==> config.mk <==
export PLATFORM = sky130hd
export DESIGN_NAME = restart_supervisor
export DESIGN_NICKNAME = d
export VERILOG_FILES = /design/src/rtl/sup_pkg.sv /design/src/rtl/sup_sync.sv /design/src/rtl/sup_edge.sv /design/src/rtl/sup_ctrl.sv /design/src/rtl/restart_supervisor.sv
export SDC_FILE = /design/constraint.sdc
export NUM_CORES = 1
export LEC_CHECK = 0
export CAP_MARGIN = 20
export CORE_UTILIZATION = 30
export DETAILED_ROUTE_END_ITERATION = 16
export SYNTH_ARGS = -nofsm -noshare
export SYNTH_HDL_FRONTEND = slang
export SYNTH_SLANG_ARGS = --single-unit
==> constraint.sdc <==
create_clock -name clk_i -period 3 [get_ports clk_i]
set_input_delay 0.75 -clock clk_i [delete_from_list [all_inputs] [get_ports clk_i]]
set_output_delay 0.75 -clock clk_i [all_outputs]
set_load 0.005 [all_outputs]
==> src/rtl/sup_pkg.sv <==
package sup_pkg;
  localparam int ST_W = 3;
  typedef enum logic [ST_W-1:0] {
    ST_CHARGE = 3'd0,
    ST_RUN    = 3'd1,
    ST_AR_CHG = 3'd2,
    ST_AR_DIS = 3'd3,
    ST_LATCH  = 3'd4
  } sup_state_e;
endpackage

==> src/rtl/sup_sync.sv <==
module sup_sync #(
  parameter int W      = 5,
  parameter int STAGES = 2
) (
  input  logic         clk_i,
  input  logic         rst_ni,
  input  logic [W-1:0] d_i,
  output logic [W-1:0] q_o
);
  logic [W-1:0] stg_q [STAGES];

  for (genvar s = 0; s < STAGES; s++) begin : g_stg
    always_ff @(posedge clk_i or negedge rst_ni) begin
      if (!rst_ni) stg_q[s] <= '0;
      else if (s == 0) stg_q[s] <= d_i;
      else stg_q[s] <= stg_q[(s == 0) ? 0 : s-1];
    end
  end

  assign q_o = stg_q[STAGES-1];
endmodule

==> src/rtl/sup_edge.sv <==
module sup_edge #(
  parameter int W = 2
) (
  input  logic         clk_i,
  input  logic         rst_ni,
  input  logic [W-1:0] d_i,
  output logic [W-1:0] rise_o
);
  logic [W-1:0] prev_q;

  always_ff @(posedge clk_i or negedge rst_ni) begin
    if (!rst_ni) prev_q <= '0;
    else prev_q <= d_i;
  end

  for (genvar i = 0; i < W; i++) begin : g_rise
    assign rise_o[i] = d_i[i] & ~prev_q[i];
  end
endmodule

==> src/rtl/sup_ctrl.sv <==
module sup_ctrl
  import sup_pkg::*;
#(
  parameter int RESTART_DIV = 8,
  parameter int CNT_W       = $clog2(RESTART_DIV)
) (
  input  logic             clk_i,
  input  logic             rst_ni,
  input  logic             hi_s_i,
  input  logic             lo_s_i,
  input  logic             hi_rise_i,
  input  logic             lo_rise_i,
  input  logic             por_s_i,
  input  logic             fault_s_i,
  output logic [ST_W-1:0]  state_o,
  output logic [CNT_W-1:0] cnt_o,
  output logic             bias_en_o,
  output logic             sw_en_o
);
  localparam logic [CNT_W-1:0] CNT_LAST = CNT_W'(RESTART_DIV - 1);

  sup_state_e       state_q, state_d;
  logic [CNT_W-1:0] cnt_q, cnt_d;
  logic             lbias_q, lbias_d;

  always_comb begin
    state_d = state_q;
    cnt_d   = cnt_q;
    lbias_d = lbias_q;
    if (por_s_i) begin
      state_d = ST_CHARGE;
      cnt_d   = '0;
      lbias_d = 1'b0;
    end else if (fault_s_i && state_q != ST_LATCH) begin
      state_d = ST_LATCH;
      lbias_d = 1'b0;
    end else begin
      unique case (state_q)
        ST_CHARGE: if (hi_rise_i) state_d = ST_RUN;
        ST_RUN: if (lo_rise_i) begin
          state_d = ST_AR_CHG;
          cnt_d   = '0;
        end
        ST_AR_CHG: if (hi_rise_i) begin
          if (cnt_q == CNT_LAST) begin
            state_d = ST_RUN;
            cnt_d   = '0;
          end else begin
            state_d = ST_AR_DIS;
          end
        end
        ST_AR_DIS: if (lo_rise_i) begin
          state_d = ST_AR_CHG;
          cnt_d   = cnt_q + 1'b1;
        end
        ST_LATCH: begin
          // level-based hysteresis: entry may occur with the rail already low
          if (lo_s_i) lbias_d = 1'b1;
          else if (hi_s_i) lbias_d = 1'b0;
        end
        default: state_d = ST_CHARGE;
      endcase
    end
  end

  always_ff @(posedge clk_i or negedge rst_ni) begin
    if (!rst_ni) begin
      state_q <= ST_CHARGE;
      cnt_q   <= '0;
      lbias_q <= 1'b0;
    end else begin
      state_q <= state_d;
      cnt_q   <= cnt_d;
      lbias_q <= lbias_d;
    end
  end

  always_comb begin
    unique case (state_q)
      ST_CHARGE, ST_AR_CHG: bias_en_o = 1'b1;
      ST_LATCH:             bias_en_o = lbias_q;
      default:              bias_en_o = 1'b0;
    endcase
  end

  assign sw_en_o = (state_q == ST_RUN);
  assign state_o = state_q;
  assign cnt_o   = cnt_q;
endmodule

==> src/rtl/restart_supervisor.sv <==
module restart_supervisor
  import sup_pkg::*;
#(
  parameter int SYNC_STAGES = 2,
  parameter int RESTART_DIV = 8,
  parameter int CNT_W       = $clog2(RESTART_DIV)
) (
  input  logic             clk_i,
  input  logic             rst_ni,
  input  logic             rail_hi_i,
  input  logic             rail_lo_i,
  input  logic             rail_por_i,
  input  logic             trip_i,
  input  logic             hot_i,
  output logic             bias_en_o,
  output logic             sw_en_o,
  output logic [ST_W-1:0]  state_o,
  output logic [CNT_W-1:0] cnt_o
);
  localparam int N_IN = 5;

  logic [N_IN-1:0] raw, syn;
  logic [1:0]      rise;
  logic            hi_s, lo_s, por_s, fault_s;

  assign raw = {hot_i, trip_i, rail_por_i, rail_lo_i, rail_hi_i};

  sup_sync #(.W(N_IN), .STAGES(SYNC_STAGES)) u_sync (
    .clk_i (clk_i),
    .rst_ni(rst_ni),
    .d_i   (raw),
    .q_o   (syn)
  );

  assign hi_s    = syn[0];
  assign lo_s    = syn[1];
  assign por_s   = syn[2];
  assign fault_s = syn[3] | syn[4];

  sup_edge #(.W(2)) u_edge (
    .clk_i (clk_i),
    .rst_ni(rst_ni),
    .d_i   ({lo_s, hi_s}),
    .rise_o(rise)
  );

  sup_ctrl #(.RESTART_DIV(RESTART_DIV), .CNT_W(CNT_W)) u_ctrl (
    .clk_i    (clk_i),
    .rst_ni   (rst_ni),
    .hi_s_i   (hi_s),
    .lo_s_i   (lo_s),
    .hi_rise_i(rise[0]),
    .lo_rise_i(rise[1]),
    .por_s_i  (por_s),
    .fault_s_i(fault_s),
    .state_o  (state_o),
    .cnt_o    (cnt_o),
    .bias_en_o(bias_en_o),
    .sw_en_o  (sw_en_o)
  );
endmodule

### Word-level counts from Yosys, hierarchy flattened

Cells that the tools add are included.
Widths: inputs -> output; s select.

| operators by class | value |
|---|---|
| add/subtract/negate cells | 1 |
| multiply operators | 0 |
| divide/modulo/power cells | 0 |
| order comparisons | 0 |
| eq/ne operators | 15 |
| shifts and indexed selects | 0 |
| multiplexer cells | 20 |
| bitwise operators | 5 |
| reduce and logical (&&, ||, !) cells | 10 |

Operators with widths:

| kind | count |
|---|---|
| $mux 3 | 11 |
| $ne 3x2->1 const B | 4 |
| $pmux 3 s4 | 1 |
| $pmux 3 s3 | 1 |
| $ne 4x2->1 const B | 2 |
| $reduce_bool 4->1 | 2 |
| $eq 3x2->1 const B | 2 |
| $eq 3x3->1 const B | 2 |
| $reduce_and 6->1 | 1 |
| $mux 1 | 5 |
| $ne 4x1->1 const B | 1 |
| $reduce_and 4->1 | 1 |
| $reduce_or 2->1 | 2 |
| $add 3x1->3 const B | 1 |
| $eq 3x1->1 const B | 1 |
| $logic_not 3->1 | 1 |
| $ne 3x1->1 const B | 1 |
| $ne 3x3->1 const B | 1 |
| $reduce_bool 3->1 | 1 |
| $and 1x1->1 | 2 |
| $mux 2 | 1 |
| $ne 2x2->1 const B | 1 |
| $not 1->1 | 2 |
| $pmux 1 s2 | 1 |
| other kinds (3) | 3 |

| word-level totals | value |
|---|---|
| bits in registers | 19 |
| latch bits | 0 |
| RAM bits | 0 |
| ROM bits | 0 |
| input bits | 7 |
| output and inout port bits | 8 |
| word-level logic and storage cells | 57 |
| memories kept | 0 |

### Depth between registers and ports, before layout

| logic depth | value |
|---|---|
| word-level depth | 6 |
| gate-level depth with buffers | 6 |
| depth with buffers taken out | 6 |

### By module

Synthesis repeated with hierarchy kept, for this count alone.

| second synthesis, totals | value |
|---|---|
| cells, all modules | 61 |
| area, all modules | 782.0 sq um |

By module, submodules not included:

| module | instances | cells each | area an instance (sq um) | seq. area each (sq um) |
|---|---|---|---|---|
| sup_ctrl | 1 | 41 | 410.4 | 175.2 |
| sup_sync | 1 | 15 | 287.8 | 250.2 |
| sup_edge | 1 | 4 | 77.6 | 50.0 |
| restart_supervisor | 1 | 1 | 6.3 | 0.0 |

### Worst setup path after synthesis

OpenSTA, ideal clock, no wires.

| timing | value |
|---|---|
| path type | flip-flop to flip-flop |
| start point | reg u_ctrl.cnt_q[0], in the netlist u_ctrl.cnt_o[0] |
| end point | reg u_ctrl.cnt_q[2], in the netlist u_ctrl.cnt_o[2] |
| setup time | 0.080 ns |
| arrival time | 1.414 ns |
| required time | 2.920 ns |
| setup slack | 1.506 ns |
| stages on the path, launching flop included | 7 |
| buffers on the path | 0 |
| period minus slack after synthesis | 1.494 ns |
| path through | dfrtp_1 > ha_1 > ha_1 > and4bb_4 > a22oi_2 > o21bai_2 > nor3_2 |

| between the ends | value |
|---|---|
| longest elaborated chain between the ends | 5 |
| elaborated cells between the ends (all ways) | 8 |
| classes of those cells | add/sub: 1; eq/ne: 2; mux: 4; reduce/logical: 1 |

Ends and longest elaborated chain:

| element | RTL line | RTL |
|---|---|---|
| start, declared | sup_ctrl.sv:23 | `logic [CNT_W-1:0] cnt_q, cnt_d;` |
| start signal, assigned | sup_ctrl.sv:73 | `cnt_q <= cnt_d;` |
| $add 3x1->3 | sup_ctrl.sv:54 | `cnt_d = cnt_q + 1'b1;` |
| $mux 3 | sup_ctrl.sv:52 | `ST_AR_DIS: if (lo_rise_i) begin` |
| $pmux 3 s3 | sup_ctrl.sv:38 | `unique case (state_q)` |
| $mux 3 | sup_ctrl.sv:34 | `end else if (fault_s_i && state_q != ST_LATCH) begin` |
| $mux 3 | sup_ctrl.sv:30 | `if (por_s_i) begin` |

Parallel ways exist; a longest one is shown, timed or not. The select of a mux whose other input is x is not followed.
A chain may end at the register's enable or synchronous reset.

### Worst setup path in the final report

| timing | value |
|---|---|
| start point | reg u_ctrl.state_q[1], in the netlist u_ctrl.state_o[1] |
| end point | out bias_en_o |

| between the ends | value |
|---|---|
| longest elaborated chain between the ends | 3 |
| elaborated cells between the ends (all ways) | 5 |
| classes of those cells | eq/ne: 2; mux: 1; reduce/logical: 2 |

Ends and longest elaborated chain:

| element | RTL line | RTL |
|---|---|---|
| start, declared | sup_ctrl.sv:22 | `sup_state_e state_q, state_d;` |
| start signal, assigned | sup_ctrl.sv:72 | `state_q <= state_d;` |
| $eq 3x2->1 or $logic_not 3->1 (tied branches) | sup_ctrl.sv:79 | `unique case (state_q)` |
| $reduce_or 2->1 | sup_ctrl.sv:79 |  |
| $pmux 1 s2 (*) | sup_ctrl.sv:79 |  |
| end, declared | restart_supervisor.sv:15 | `output logic bias_en_o,` |

Mark *: on every way between the ends. The rest lies on a longest branch, timed or not.

==> impl_metrics.sql <==
INSERT INTO impl_metrics (metric_group, metric, value, unit) VALUES
('run_status', 'outcome', 'finished, final reports clean', ''),
('global_routing', 'largest_net_degree_at_the_start_of_global_routing', '20', ''),
('clock_tree', 'root_buffer_master', 'sky130_fd_sc_hd__clkbuf_4', ''),
('sta', 'final.setup.tns', '0', 'ns'),
('critical_path', 'startpoint_type', 'flop', ''),
('routing', 'detailedRoute.firstIterationViolations', '5', ''),
('synthesis', 'synth.cell_area', '754', 'sq um'),
('routing', 'post_drt_via_cell_ratio', '4.83', ''),
('synthesis', 'synth_ff_type', 'sky130_fd_sc_hd__dfrtp_1', ''),
('clock_tree', 'worst_skew_pair.late_latency', '0.29', 'ns'),
('floorplan', 'design.core.area', '2300', 'sq um'),
('clock_tree', 'post_cts_buffers', '0', ''),
('routing', 'drt.antenna.violating_nets', '0', ''),
('synthesis', 'synthMostInstantiatedCell', 'sky130_fd_sc_hd__dfrtp_1', ''),
('floorplan', 'fp.dieH', '52.2', 'um'),
('synthesis', 'synth_enable_flop_cells', '0', ''),
('critical_path', 'critical-path-max-stage-delay', '0.51', 'ns'),
('routing', 'avgRoutedWirePerCell', '11.8', 'um'),
('routing', 'routed_wirelength', '1180', 'um'),
('sta', 'finalHoldViolations', '0', ''),
('clock_tree', 'clk_pin_slew', '0.11', 'ns'),
('critical_path', 'crit_path_end_kind', 'output port', ''),
('finish', 'final_layout_size_suffix_gt1_share', '20.8', '%'),
('sta', 'rsz0062_at_grt', 'no', ''),
('finish', 'n_fill_cell', '225', ''),
('critical_path', 'r2r_cells', '6', ''),
('critical_path', 'worst_path_cell_trace', 'nand2b_1 -> a21oi_1 -> clkdlybuf4s50_1', ''),
('sta', 'finalSetupViolations', '0', ''),
('worst_hold_path', 'worstHoldPathCells', '0', ''),
('synthesis', 'synthTopCellsByCount', 'sky130_fd_sc_hd__dfrtp_1, sky130_fd_sc_hd__nor2_1, sky130_fd_sc_hd__a21oi_1', ''),
('worst_hold_path', 'timing.hold.worst.start', 'u_sync.stg_q[6]', ''),
('routing', 'num_vias', '483', ''),
('clock_tree', 'number_of_buffers_added_by_the_clock_tree_synthesis_step', '3', ''),
('global_routing', 'antenna_found_initial', '0', ''),
('placement', 'io_buffers', '14', ''),
('pwr', 'peakVddDrop', '0.000447', 'V'),
('sta', 'report.final.slew_viol_count', '0', ''),
('clock_tree', 'post_cts_resized', '0', ''),
('sta', 'achievable-frequency', '433', 'MHz'),
('clock_tree', 'tritoncts_clock_tree', 'built', ''),
('placement', 'hpwlAfterDp', '882', 'um'),
('synthesis', 'synth_seq_area_share', '63.0', '%'),
('critical_path', 'timing.rr.end', 'u_ctrl.cnt_o[2]', ''),
('sta', 'final_period_minus_worst_setup_slack', '2.31', 'ns'),
('global_routing', 'grt_first_pass_wirelength', '2120', 'um'),
('global_routing', 'tot_gr_track_use', '10.8', '%'),
('critical_path', 'wp_data_arrival', '1.56', 'ns'),
('sta', 'fin_worst_skew', '0.00490', 'ns'),
('clock_tree', 'cts.htree.levels', '1', ''),
('floorplan', 'floorplan.initialDensity', '32.8', '%'),
('synthesis', 'synthDominantAreaCellType', 'sky130_fd_sc_hd__dfrtp_1', ''),
('synthesis', 'yosysWarningCount', '0', ''),
('clock_tree', 'clockBufferDepth', '2', ''),
('clock_tree', 'cts_num_sinks', '19', ''),
('critical_path', 'timing.reg2reg.setup_slack', '1.38', 'ns'),
('pwr', 'power-per-cell-area', '448', 'nW/um^2'),
('sta', 'finalCritPeriodShare', '77.0', '%'),
('critical_path', 'timing.critical_path.fanout_max', '8', ''),
('synthesis', 'synth.lib_cells_used.distinct', '25', ''),
('critical_path', 'worst-setup-path-type', 'reg -> out', ''),
('synthesis', 'yosys_register_bits', '19', ''),
('synthesis', 'yosys-top-cells-area', 'sky130_fd_sc_hd__dfrtp_1, sky130_fd_sc_hd__ha_1, sky130_fd_sc_hd__nor3b_2', ''),
('worst_hold_path', 'min_to', 'u_sync.q_o[1]', ''),
('finish', 'diodes', '0', ''),
('sta', 'max_slew.worst_pin.slew', '0.805', 'ns'),
('floorplan', 'top_level_ports', '15', ''),
('synthesis', 'synthArstFlopShare', '100', '%'),
('critical_path', 'r2r_start', 'u_ctrl.cnt_o[0]', ''),
('pwr', 'leakage', '0.396', 'nW'),
('critical_path', 'crit_required', '2.25', 'ns'),
('routing', 'remaining_drc_errors', '0', '');
[cell type report]
class                           count  area (sq um)  share of cell area (%)
Clock buffer                        3          22.5                    2.35
Inverter                            2          7.51                   0.782
Timing Repair Buffer               14           140                    14.6
Clock inverter                      1          7.51                   0.782
Multi-Input combinational cell     33           272                    28.3
Tap cell                           28          35.0                    3.65
Sequential cell                    19           475                    49.5
[state kept, by name, indices dropped and copies added (netlist names)]
| register | cells |
|---|---|
| u_sync.q_o | 5 |
| u_ctrl.cnt_o | 3 |
| u_sync.stg_q | 5 |
| u_ctrl.lbias_q | 1 |
| u_edge.prev_q | 2 |
| u_ctrl.state_o | 3 |
[kinds of logic (layout without fill, tap and decap cells)]
| family | count (synthesis) | count (layout) | synth area share, % |
|---|---|---|---|
| AOI/OAI and AO/OA | 9 | 9 | 8.46 |
| adders and majority gates | 2 | 2 | 3.32 |
| buffers and inverters | 2 | 20 | 0.995 |
| DFF | 19 | 19 | 63.0 |
| muxes | 1 | 1 | 1.33 |
| and+or+nand+nor | 21 | 21 | 22.9 |
[metal layers]
layer,global-route usage [%],routed length [um],vias to the layer above
li1,-,-,228
met2,17.3,619,11
met5,0,0,-
met3,5.56,62,0
met1,13.2,497,244
met4,1.32,0,0
[layout by cell type, fill, tap and decap left out, drive strengths merged, types with 2 or more instances in the layout]
cell type / instances
dfrtp: 19
inv: 2
clkbuf: 3
clkdlybuf4s50: 14
a22oi: 2
nor3b: 3
nor3: 3
nor2: 5
ha: 2
a21oi: 4
[worst max-delay path by stage]
stage,start,endpoint,depth (start not counted)
6_report,u_ctrl.state_o[1],bias_en_o,3
5_1_grt,u_ctrl.state_o[1],bias_en_o,3
4_1_cts,u_ctrl.state_o[1],bias_en_o,3
3_5_place_dp,u_ctrl.state_o[1],bias_en_o,3
3_3_place_gp,u_ctrl.state_o[1],bias_en_o,3
2_1_floorplan,u_ctrl.cnt_o[0],u_ctrl.cnt_o[2],6
[stage by stage]
step	hold slack [ns]	cell area (sq um)	utilization [%]	cells	total power, mW
floorplan	0.331	754	-	54	0.287
global placement	0.332	930	40.5	96	0.307
detailed placement	0.336	930	40.5	96	0.308
CTS	0.365	960	41.8	100	0.442
global route	0.367	960	41.8	100	0.457
finish	0.359	960	41.8	100	0.430
[critical path, delay by kind of cell, from the launching register on]
kind	cells	cell delay (ns)
simple gates	1	0.17
compound gates	1	0.13
flops	1	0.46
buf+inv	1	0.51
[report_power, final]
| group | internal, mW | total (mW) | switching [mW] |
|---|---|---|---|
| clock | 0.0507 | 0.128 | 0.0774 |
| combinational | 0.0167 | 0.0275 | 0.0108 |
| sequential | 0.266 | 0.274 | 0.00811 |
| total | 0.333 | 0.430 | 0.0963 |
Power figures use the tool's default switching activity.
